--- src/rtl/pms_pkg.sv ---
package pms_pkg;
  typedef enum logic [2:0] {
    ST_POR  = 3'd0,
    ST_SYNC = 3'd1,
    ST_CPUW = 3'd2,
    ST_ACT  = 3'd3,
    ST_STBY = 3'd4,
    ST_SLP  = 3'd5
  } pms_state_e;

  typedef struct packed {
    logic cpu_en;
    logic osc_en;
    logic per_en;
    logic sys_rst;
  } pms_ctl_t;

  function automatic pms_ctl_t ctl_of(pms_state_e s);
    pms_ctl_t c;
    c.cpu_en  = (s == ST_CPUW) || (s == ST_ACT);
    c.osc_en  = (s != ST_SLP);
    c.per_en  = (s == ST_ACT) || (s == ST_STBY);
    c.sys_rst = (s == ST_POR) || (s == ST_SYNC) || (s == ST_CPUW) || (s == ST_SLP);
    return c;
  endfunction
endpackage

--- src/rtl/pms_req_decode.sv ---
module pms_req_decode #(
  parameter int NRST  = 3,
  parameter int NWAKE = 3
) (
  input  logic [NRST-1:0]  rst_src_i,
  input  logic [NWAKE-1:0] wake_src_i,
  input  logic [NWAKE-1:0] wake_en_i,
  output logic             rst_req_o,
  output logic             wake_req_o
);
  logic [NWAKE-1:0] wake_hit;

  for (genvar i = 0; i < NWAKE; i++) begin : g_wake
    assign wake_hit[i] = wake_src_i[i] & wake_en_i[i];
  end

  assign rst_req_o  = |rst_src_i;
  assign wake_req_o = |wake_hit;
endmodule

--- src/rtl/pms_ctl_regs.sv ---
module pms_ctl_regs
  import pms_pkg::*;
(
  input  logic       clk_i,
  input  logic       rst_ni,
  input  logic       por_i,
  input  pms_state_e state_i,
  input  logic       sen_we_i,
  input  logic       sen_wd_i,
  input  logic       slp_we_i,
  input  logic       slp_wd_i,
  output logic       sleep_en_o,
  output logic       sleep_go_o
);
  logic sen_q;
  logic wr_ok;

  assign wr_ok = (state_i == ST_ACT);

  always_ff @(posedge clk_i or negedge rst_ni) begin
    if (!rst_ni)                sen_q <= 1'b0;
    else if (por_i)             sen_q <= 1'b0;
    else if (wr_ok && sen_we_i) sen_q <= sen_wd_i;
  end

  // old enable value qualifies the sleep write
  assign sleep_go_o = wr_ok && slp_we_i && slp_wd_i && sen_q;
  assign sleep_en_o = sen_q;

  p_sen_hold_r5: assert property (@(posedge clk_i) disable iff (!rst_ni)
    (!por_i && !(wr_ok && sen_we_i)) |=> $stable(sen_q));
endmodule

--- src/rtl/pms_fsm.sv ---
module pms_fsm
  import pms_pkg::*;
#(
  parameter int OSC_CYC = 8,
  parameter int CPU_CYC = 8,
  parameter int CPU_DIV = 2
) (
  input  logic       clk_i,
  input  logic       rst_ni,
  input  logic       por_i,
  input  logic       pwr_ok_i,
  input  logic       rst_req_i,
  input  logic       wake_req_i,
  input  logic       sleep_go_i,
  input  logic       halt_i,
  input  logic       irq_i,
  output pms_state_e state_q_o,
  output pms_state_e state_d_o
);
  localparam int MAXC = (OSC_CYC > CPU_CYC) ? OSC_CYC : CPU_CYC;
  localparam int CW   = $clog2(MAXC + 1);

  pms_state_e state_q, state_d;
  logic [CW-1:0] cnt_q;
  logic          restart, clr, tick;

  always_comb begin
    state_d = state_q;
    restart = 1'b0;
    unique case (state_q)
      ST_POR:  if (pwr_ok_i) state_d = ST_SYNC;
      ST_SYNC: begin
        if (rst_req_i) restart = 1'b1;
        else if (cnt_q == CW'(OSC_CYC - 1)) state_d = ST_CPUW;
      end
      ST_CPUW: begin
        if (rst_req_i) state_d = ST_SYNC;
        else if (tick && cnt_q == CW'(CPU_CYC - 1)) state_d = ST_ACT;
      end
      ST_ACT: begin
        if (rst_req_i)       state_d = ST_SYNC;
        else if (sleep_go_i) state_d = ST_SLP;
        else if (halt_i)     state_d = ST_STBY;
      end
      ST_STBY: begin
        if (rst_req_i)  state_d = ST_SYNC;
        else if (irq_i) state_d = ST_ACT;
      end
      ST_SLP:  if (wake_req_i) state_d = ST_SYNC;
      default: state_d = ST_POR;
    endcase
    if (por_i) state_d = ST_POR;
  end

  assign clr = restart || (state_d != state_q);

  if (CPU_DIV > 1) begin : g_div
    localparam int DW = $clog2(CPU_DIV + 1);
    logic [DW-1:0] div_q;
    always_ff @(posedge clk_i or negedge rst_ni) begin
      if (!rst_ni)                               div_q <= '0;
      else if (clr || state_q != ST_CPUW)        div_q <= '0;
      else if (div_q == DW'(CPU_DIV - 1))        div_q <= '0;
      else                                       div_q <= div_q + 1'b1;
    end
    assign tick = (div_q == DW'(CPU_DIV - 1));
  end else begin : g_nodiv
    assign tick = 1'b1;
  end

  always_ff @(posedge clk_i or negedge rst_ni) begin
    if (!rst_ni) begin
      state_q <= ST_POR;
      cnt_q   <= '0;
    end else begin
      state_q <= state_d;
      if (clr) cnt_q <= '0;
      else if (state_q == ST_SYNC || (state_q == ST_CPUW && tick)) cnt_q <= cnt_q + 1'b1;
    end
  end

  assign state_q_o = state_q;
  assign state_d_o = state_d;

  p_cpuw_from_sync_r6: assert property (@(posedge clk_i) disable iff (!rst_ni)
    (state_q == ST_CPUW && $past(state_q) != ST_CPUW) |-> $past(state_q) == ST_SYNC);
  p_act_entry_r6: assert property (@(posedge clk_i) disable iff (!rst_ni)
    (state_q == ST_ACT && $past(state_q) != ST_ACT) |->
      ($past(state_q) == ST_CPUW || $past(state_q) == ST_STBY));
  p_sleep_exit_r4: assert property (@(posedge clk_i) disable iff (!rst_ni)
    state_q == ST_SLP |=> (state_q == ST_SLP || state_q == ST_SYNC || state_q == ST_POR));
  p_por_r12: assert property (@(posedge clk_i) disable iff (!rst_ni)
    por_i |=> state_q == ST_POR);
endmodule

--- src/rtl/pms_out_reg.sv ---
module pms_out_reg
  import pms_pkg::*;
(
  input  logic       clk_i,
  input  logic       rst_ni,
  input  pms_state_e state_d_i,
  output pms_ctl_t   ctl_o
);
  pms_ctl_t ctl_q;

  always_ff @(posedge clk_i or negedge rst_ni) begin
    if (!rst_ni) ctl_q <= ctl_of(ST_POR);
    else         ctl_q <= ctl_of(state_d_i);
  end

  assign ctl_o = ctl_q;
endmodule

--- src/rtl/pwr_mode_seq.sv ---
module pwr_mode_seq
  import pms_pkg::*;
#(
  parameter int OSC_CYC = 8,
  parameter int CPU_CYC = 8,
  parameter int CPU_DIV = 2
) (
  input  logic       clk_i,
  input  logic       rst_ni,
  input  logic       por_i,
  input  logic       pwr_ok_i,
  input  logic       pad_rst_i,
  input  logic       wdt_rst_i,
  input  logic       port_rst_i,
  input  logic       halt_i,
  input  logic       sen_we_i,
  input  logic       sen_wd_i,
  input  logic       slp_we_i,
  input  logic       slp_wd_i,
  input  logic       irq_i,
  input  logic       slp_tmo_i,
  input  logic       wake_chg_i,
  input  logic       wake_chg_en_i,
  input  logic       wake_pad_en_i,
  input  logic       wake_tmo_en_i,
  output logic       cpu_clk_en_o,
  output logic       osc_en_o,
  output logic       per_clk_en_o,
  output logic       sys_rst_o,
  output logic       sleep_en_o,
  output logic [2:0] mode_o
);
  pms_state_e state_q, state_d;
  pms_ctl_t   ctl;
  logic       rst_req, wake_req, sleep_go;

  pms_req_decode #(.NRST(3), .NWAKE(3)) u_req (
    .rst_src_i  ({pad_rst_i, wdt_rst_i, port_rst_i}),
    .wake_src_i ({wake_chg_i, pad_rst_i, slp_tmo_i}),
    .wake_en_i  ({wake_chg_en_i, wake_pad_en_i, wake_tmo_en_i}),
    .rst_req_o  (rst_req),
    .wake_req_o (wake_req)
  );

  pms_ctl_regs u_regs (
    .clk_i      (clk_i),
    .rst_ni     (rst_ni),
    .por_i      (por_i),
    .state_i    (state_q),
    .sen_we_i   (sen_we_i),
    .sen_wd_i   (sen_wd_i),
    .slp_we_i   (slp_we_i),
    .slp_wd_i   (slp_wd_i),
    .sleep_en_o (sleep_en_o),
    .sleep_go_o (sleep_go)
  );

  pms_fsm #(.OSC_CYC(OSC_CYC), .CPU_CYC(CPU_CYC), .CPU_DIV(CPU_DIV)) u_fsm (
    .clk_i      (clk_i),
    .rst_ni     (rst_ni),
    .por_i      (por_i),
    .pwr_ok_i   (pwr_ok_i),
    .rst_req_i  (rst_req),
    .wake_req_i (wake_req),
    .sleep_go_i (sleep_go),
    .halt_i     (halt_i),
    .irq_i      (irq_i),
    .state_q_o  (state_q),
    .state_d_o  (state_d)
  );

  pms_out_reg u_out (
    .clk_i     (clk_i),
    .rst_ni    (rst_ni),
    .state_d_i (state_d),
    .ctl_o     (ctl)
  );

  assign cpu_clk_en_o = ctl.cpu_en;
  assign osc_en_o     = ctl.osc_en;
  assign per_clk_en_o = ctl.per_en;
  assign sys_rst_o    = ctl.sys_rst;
  assign mode_o       = state_q;

  p_sleep_gate_r3: assert property (@(posedge clk_i) disable iff (!rst_ni)
    (state_q == ST_ACT && !sleep_en_o) |=> state_q != ST_SLP);
  p_stby_clk_r8: assert property (@(posedge clk_i) disable iff (!rst_ni)
    state_q == ST_STBY |-> (!cpu_clk_en_o && per_clk_en_o && !sys_rst_o));
  p_sleep_osc_r10: assert property (@(posedge clk_i) disable iff (!rst_ni)
    state_q == ST_SLP |-> (!osc_en_o && sys_rst_o && !per_clk_en_o));
  p_rst_prio_r11: assert property (@(posedge clk_i) disable iff (!rst_ni)
    (state_q == ST_ACT && rst_req && !por_i) |=> state_q == ST_SYNC);
endmodule

--- config.mk ---
export PLATFORM = sky130hd
export DESIGN_NAME = pwr_mode_seq
export DESIGN_NICKNAME = d
export VERILOG_FILES = /design/src/rtl/pms_pkg.sv /design/src/rtl/pms_req_decode.sv /design/src/rtl/pms_ctl_regs.sv /design/src/rtl/pms_fsm.sv /design/src/rtl/pms_out_reg.sv /design/src/rtl/pwr_mode_seq.sv
export SDC_FILE = /design/constraint.sdc
export NUM_CORES = 1
export LEC_CHECK = 0
export BUFFER_PORTS_ARGS = -buffer_cell sky130_fd_sc_hd__buf_2
export CAP_MARGIN = 15
export CORE_MARGIN = 4
export CORE_UTILIZATION = 40
export CTS_BUF_LIST = sky130_fd_sc_hd__clkbuf_2
export DETAILED_ROUTE_END_ITERATION = 8
export PLACE_DENSITY = 0.69
export SYNTH_ARGS = -nofsm -noshare
export SYNTH_HDL_FRONTEND = slang
export SYNTH_SLANG_ARGS = --single-unit
--- constraint.sdc ---
create_clock -name clk_i -period 2.5 [get_ports clk_i]
set_clock_uncertainty 0.15 [all_clocks]
set_input_delay 0.125 -clock clk_i [delete_from_list [all_inputs] [get_ports clk_i]]
set_output_delay 0.125 -clock clk_i [all_outputs]
set_load 0.02 [all_outputs]
==> summary.md, run 1 <==
| Metric | Value |
|---|---|
| CP Class | register to register |
| DP HPWL | 1632 um |
| Syn. warnings | 0 |
| Worst Setup End Kind | register |
| Reg-to-reg endpoint | u_fsm.cnt_q[1] |
| Library cells used by synthesis | 43 |
| R2r worst-path depth | 4 |
| Die ar. | 3057 sq um |
| Longest Clk Path Bufs | 2 |
| Vias in the first global route | 813 |
| # rows | 16 |
| Die height | 55.29 um |
| R2r setup slk | 0.28 ns |
| Layout area overhead | 22.10% |
| WP data required | 2.49 ns |
| WP data arrival | 2.20 ns |
| Yosys reg bits | 14 |
| Fin. Hold Viols | 0 |
| Reg clk slew, reported paths | 0.14 ns |
| Routed wire per std cell | 14.25 um |
| Number of synthesized flops with an enable pin | 0 |
| CP Cell Sequence | nor2b_1 -> a32oi_2 -> a21o_4 -> a2111oi_0 |
| Fmax achieved | 450.7 MHz |
| Fin crit period | 2.219 ns |
| Post-route cell area | 1092 sq um |
| Sinks on Clock Net | 14 |
| Initial core utilization | 43.81% |
| DRC violations left | 0 |
| CTS tree | built |
| Boundary pin count | 26 |
| Final Cycle Share | 88.75% |
| Area share of the largest cell type after synthesis | 33.57% |
| Initial antenna violation count | 0 |
| CTS Buf Count | 3 |
| Post-synthesis cell count | 88 |
| Cell Area, Placed | 1044 sq um |
| Vias per Instance | 5.545 |
| RePlAce Congestion | 0.8277 |
| Main area contributors after synthesis | dfrtp_1, dfstp_2, mux2i_1 |
| Worst reg2reg path startpoint | u_fsm.state_q_o[0] |
| Net Count, Synth | 107 |
| Main synth FF type | dfrtp_1 |
| Area leader, netlist | dfrtp_1 |
| CP Max Fanout | 16 |
| Placed Instances | 138 |
| Post-Layout Cell Count | 145 |
| Skew-Pair Late Insertion Delay | 0.29 ns |
| Register area share after synthesis | 39.44% |
| Core area | 2042 sq um |
| RSZ-0062 raised after global routing | false |
| Power Density | 395.4 nW/um^2 |
| Layout cells sized above 1 | 36.44% |
| Antenna Nets Post-Route | 0 |
| Synthesized area | 894.6 sq um |
| Leak pwr | 0.4965 nW |
| Most common cell after layout, fill and taps aside | buf_2 |
| NumNets Final | 138 |
| Mapped Avg Cell Area | 10.17 sq um |
| Startpoint types | register |
| 1st-pass router iterations | 4 |
| Die X | 55.29 um |
| Final Setup Violations | 0 |
| Fin Setup TNS | 0 ns |
| Run status | finished clean |
| Pin count of the biggest net entering global routing | 17 |
| Max incr delay on CP | 0.65 ns |
| Via Count | 804 |
| Worst path bufs/invs | 0 |
| First-pass GRT wire length | 3705 um |
| Highest-count cells in the layout ignoring fill and taps | buf_2, dfrtp_1, nor2_1 |
| Slew of the pin with the lowest slew margin | 0.4627 ns |
| Worst Hold Class | input port to asynchronous set/reset pin |
| Antenna fix cells | 0 |
| Post-CTS setup buffers | 0 |
| Resized Gates After CTS | 0 |
| Grt ovf | 0 |
| Max Slew Vio Count | 0 |
| Peak supply drop | 0.2965 mV |
| CP top delay family | compound AO/OA/AOI/OAI gates |
| Max transition margin | 68.35% |
| Worst path slowest cell | dfrtp_1 |
| Final wirelength | 2066 um |
| H-tree levels | 1 |
| Root buf cell | clkbuf_2 |
| Post-synth ARST share | 100.0% |
| Port Buffer Count | 25 |
| Gr usage total | 14.76% |
| Starting DRT DRC Count | 14 |
| Max cap viols | 0 |
worst max-delay path by stage:
stage / start / to / slack (ns) / depth (start not counted)
global route: u_fsm.state_q_o[0] / u_fsm.cnt_q[1] / 0.1 / 4
detailed placement: u_fsm.state_q_o[0] / u_fsm.cnt_q[1] / 0.29 / 5
finish: u_fsm.state_q_o[0] / u_fsm.cnt_q[1] / 0.28 / 4
CTS: u_fsm.state_q_o[0] / u_fsm.cnt_q[1] / 0.26 / 5
global placement: u_fsm.state_q_o[0] / u_out.ctl_o[1] / 0.38 / 5
floorplan: u_fsm.state_q_o[1] / u_out.ctl_o[1] / 0.37 / 6
repair_timing:
action / 4_1_cts / 5_1_grt
hold buffers: 3 / 0
setup endpoints to repair: 0 / 0
endpoints found under the hold margin: 15 / 0
final cells by class:
cell class | count | area, sq um
Clock buffer | 3 | 15.01
Clock inverter | 1 | 3.754
Fill cell | 208 | 949.7
Inverter | 2 | 10.01
Multi-Input combinational cell | 67 | 499.2
Sequential cell | 14 | 352.8
Tap cell | 27 | 33.78
Timing Repair Buffer | 31 | 177.7
layer usage:
layer	wire (um)	GRT usage, %
met1	964	18.90
met2	942	22.80
met3	141	5.828
met4	19	4.514
met5	0	0
cells by family after synthesis:
kind of cell             share of synthesized area [%]
AND/OR/NAND/NOR                                  23.64
AO/OA/AOI/OAI                                    20.56
flip-flops                                       39.44
buffers and inverters                            4.755
multiplexers                                     7.272
XOR/XNOR                                         2.938
adder cells (fa/ha/maj)                          1.398
per-stage QoR:
stage / power [mW] / utilization, % / worst slack [ns] / hold WS, ns
3_5_place_dp: 0.3236 / 51.10 / 0.2859 / -0.1138
2_1_floorplan: 0.2918 / - / 0.3686 / -0.3206
3_3_place_gp: 0.3202 / 51.10 / 0.3788 / -0.1176
5_1_grt: 0.4567 / 53.49 / 0.09577 / 0.1066
6_report: 0.4319 / 53.49 / 0.2813 / 0.08472
4_1_cts: 0.4388 / 53.49 / 0.2590 / 0.08205
synth_stat cells, drive strengths merged (2+ instances only):
master,instances
buf,5
dfrtp,12
nor3b,2
o21ai,3
a21oi,5
inv,2
a21o,2
nor2b,2
nand2,3
nor2,8
nand3,5
nor3,5
xnor2,3
mux2i,5
dfstp,2
a2111oi,4
registers in the layout, summed over array words and instances (netlist names):
signal and cells:
u_fsm.state_q_o 3, u_fsm.cnt_q 4, u_regs.sleep_en_o 1, u_out.ctl_o 4
u_fsm.g_div.div_q 2
where the power goes:
part | switching, mW | internal (mW)
Combinational | 0.0425 | 0.0383
Sequential | 0.00888 | 0.232
Clock | 0.0759 | 0.0347
Total | 0.127 | 0.305
(Power assumes the default switching activity.)
==> run 2: changes to the inputs <==
--- a/config.mk
+++ b/config.mk
@@ -5,13 +5,14 @@
 export SDC_FILE = /design/constraint.sdc
 export NUM_CORES = 1
 export LEC_CHECK = 0
-export BUFFER_PORTS_ARGS = -buffer_cell sky130_fd_sc_hd__buf_2
 export CAP_MARGIN = 15
 export CORE_MARGIN = 4
 export CORE_UTILIZATION = 40
 export CTS_BUF_LIST = sky130_fd_sc_hd__clkbuf_2
 export DETAILED_ROUTE_END_ITERATION = 8
-export PLACE_DENSITY = 0.69
+export DONT_BUFFER_PORTS = 1
+export MAX_ROUTING_LAYER = met4
+export PLACE_DENSITY = 0.59
 export SYNTH_ARGS = -nofsm -noshare
 export SYNTH_HDL_FRONTEND = slang
 export SYNTH_SLANG_ARGS = --single-unit
==> run 2 against run 1 <==
  * Clock power down 4%
  * Die area stayed put
  * Via count down 12%
  * Sequential power hardly changed
  * Worst hold slack got worse by 0.056 ns
  * Non-clock buffer count down 22
  * Total power is 4.5% lower
  * Cell count fell by 15%
  * Sequential cell count is the same
  * First-iteration DRC count is 64% higher
  * Clock-buffer cell count is the same
==> summary.md, run 2 (synthesis gave the netlist of run 1 again) <==
| Metric | Value |
|---|---|
| Run status | finished clean (unchanged) |
| Most common cell after layout, fill and taps aside | dfrtp_1 (was buf_2) |
| Antenna fix cells | 0 (unchanged) |
| Gr usage total | 13.53% (was 14.76%) |
| Internal power | 296.3 uW (was 304.6 uW) |
| Via Count | 708 (was 804) |
| Startpoint types | register (unchanged) |
| Clk network pwr share | 25.9% (was 25.6%) |
| Peak supply drop | 0.2153 mV (was 0.2965 mV) |
| # rows | 16 (unchanged) |
| Die ar. | 3057 sq um (unchanged) |
| Worst Hold Class | input port to register (was input port to asynchronous set/reset pin) |
| Fin. Hold Viols | 0 (unchanged) |
| Die X | 55.29 um (unchanged) |
| RePlAce Congestion | 0.7776 (was 0.8277) |
| Max transition margin | 59.80% (was 68.35%) |
| Final Setup Violations | 0 (unchanged) |
| Fin Setup TNS | 0 ns (unchanged) |
| CTS tree | built (unchanged) |
| Port Buffer Count | 0 (was 25) |
| Highest-count cells in the layout ignoring fill and taps | dfrtp_1, nor2_1 (was buf_2, dfrtp_1, nor2_1) |
| Layout cells sized above 1 | 19.79% (was 36.44%) |
| Longest Clk Path Bufs | 2 (unchanged) |
| Sinks on Clock Net | 14 (unchanged) |
| Cell Area, Placed | 925.9 sq um (was 1044 sq um) |
| RSZ-0062 raised after global routing | false (unchanged) |
| First-pass GRT wire length | 3256 um (was 3705 um) |
| Hold Path Sink | u_fsm.state_q_o[2] |
| Core area | 2042 sq um (unchanged) |
| WP data required | 2.52 ns (was 2.49 ns) |
| Vias in the first global route | 717 (was 813) |
| Max cap viols | 0 (unchanged) |
| DRC violations left | 0 (unchanged) |
| Pin count of the biggest net entering global routing | 15 (was 17) |
| Reg-to-reg endpoint | u_out.ctl_o[1] (was u_fsm.cnt_q[1]) |
| Root buf cell | clkbuf_2 (unchanged) |
| Die height | 55.29 um (unchanged) |
| H-tree levels | 1 (unchanged) |
| Switching Fraction | 28.14% (was 29.46%) |
| Fin crit period | 2.169 ns (was 2.219 ns) |
| HP Start | port_rst_i |
| Boundary pin count | 26 (unchanged) |
| CP Max Fanout | 14 (was 16) |
| Max Slew Vio Count | 0 (unchanged) |
| Skew-Pair Late Insertion Delay | 0.27 ns (was 0.29 ns) |
| Grt ovf | 0 (unchanged) |
| Hold depth | 3 |
| NumNets Final | 116 (was 138) |
| Cts hold-fix bufs | 5 (was 3) |
| Resized Gates After CTS | 0 (unchanged) |
| Fmax achieved | 461.0 MHz (was 450.7 MHz) |
| Vias per Instance | 5.756 (was 5.545) |
| Worst Setup End Kind | register (unchanged) |
| Layout area overhead | 11.19% (was 22.10%) |
| Post-CTS setup buffers | 0 (unchanged) |
| Starting DRT DRC Count | 23 (was 14) |
| Final wirelength | 1896 um (was 2066 um) |
| Final core utilization | 48.71% (was 53.49%) |
| Post-route cell area | 994.7 sq um (was 1092 sq um) |
| Reg clk slew, reported paths | 0.14 ns (about the same) |
| Slew of the pin with the lowest slew margin | 0.6010 ns (was 0.4627 ns) |
| Net Sw Power | 116.1 uW (was 127.2 uW) |
| Routed wire per std cell | 15.41 um (was 14.25 um) |
| Initial core utilization | 43.81% (unchanged) |
| Seq pwr share | 58.2% (was 55.7%) |
| Leak pwr | 0.4045 nW (was 0.4965 nW) |
| WP data arrival | 2.19 ns (was 2.20 ns) |
| R2r setup slk | 0.33 ns (was 0.28 ns) |
| Power Density | 414.6 nW/um^2 (was 395.4 nW/um^2) |
| Initial antenna violation count | 0 (unchanged) |
| CP Class | register to register (unchanged) |
| Antenna Nets Post-Route | 0 (unchanged) |
| 1st-pass router iterations | 4 (unchanged) |
| DP HPWL | 1442 um (was 1632 um) |
| Final Cycle Share | 86.78% (was 88.75%) |
| Combinational share of power | 15.8% (was 18.7%) |
| CTS Buf Count | 3 (unchanged) |
| R2r worst-path depth | 5 (was 4) |
| Worst reg2reg path startpoint | u_fsm.state_q_o[0] (unchanged) |
| Hold Slack | 0.02851 ns (was 0.08472 ns) |
run 2: layer usage:
metal  vias to the layer above  global-route usage (%)  part of all wire [%]
met1                       331                   16.71                    45
met4                         0                   6.250                  0.37
met2                        23                   20.78                    47
met5                         -                       -                     0
met3                         2                   3.263                   7.2
li1                        352                       -                     -
run 2: worst max-delay path: stages, from the launching register on:
cell	delay [ns]
dfrtp_1	0.56
or4_4	0.59
a32oi_2	0.25
a21o_4	0.19
inv_4	0.05
mux2_4	0.28
run 2: how the worst max path moves through the flow:
stage	from	end	slack [ns]
after global routing	u_fsm.state_q_o[2]	u_fsm.cnt_q[3]	0.13
after floorplan	u_fsm.state_q_o[1]	u_out.ctl_o[1]	0.37
after global placement	u_fsm.state_q_o[0]	u_out.ctl_o[1]	0.37
after detailed placement	u_fsm.state_q_o[2]	u_fsm.cnt_q[2]	0.33
after CTS	u_fsm.state_q_o[2]	u_fsm.cnt_q[2]	0.31
final	u_fsm.state_q_o[0]	u_out.ctl_o[1]	0.33
run 2: cell type report:
class / instances / area (sq um)
clock buffers: 3 / 15.01
clock inverters: 1 / 3.754
flip-flops and latches: 14 / 352.8
multi-input cells: 67 / 499.2
inverters: 2 / 10.01
well taps: 27 / 33.78
repair buffers: 9 / 80.08
fillers: 206 / 1047
run 2: power by group through the flow:
stage / clock [mW] / combinational, mW / sequential [mW]
floorplan: 0 / 0.0508 / 0.241
global placement: 0 / 0.0561 / 0.244
detailed placement: 0 / 0.0558 / 0.244
CTS: 0.112 / 0.0657 / 0.240
global route: 0.125 / 0.0717 / 0.242
finish: 0.107 / 0.0653 / 0.240
run 2: through the flow:
stage	cells	total power, mW	worst slack (ns)
2_1_floorplan	88	0.2918	0.3686
3_3_place_gp	114	0.3003	0.3678
3_5_place_dp	114	0.3000	0.3267
4_1_cts	123	0.4176	0.3064
5_1_grt	123	0.4386	0.1319
6_report	123	0.4124	0.3306
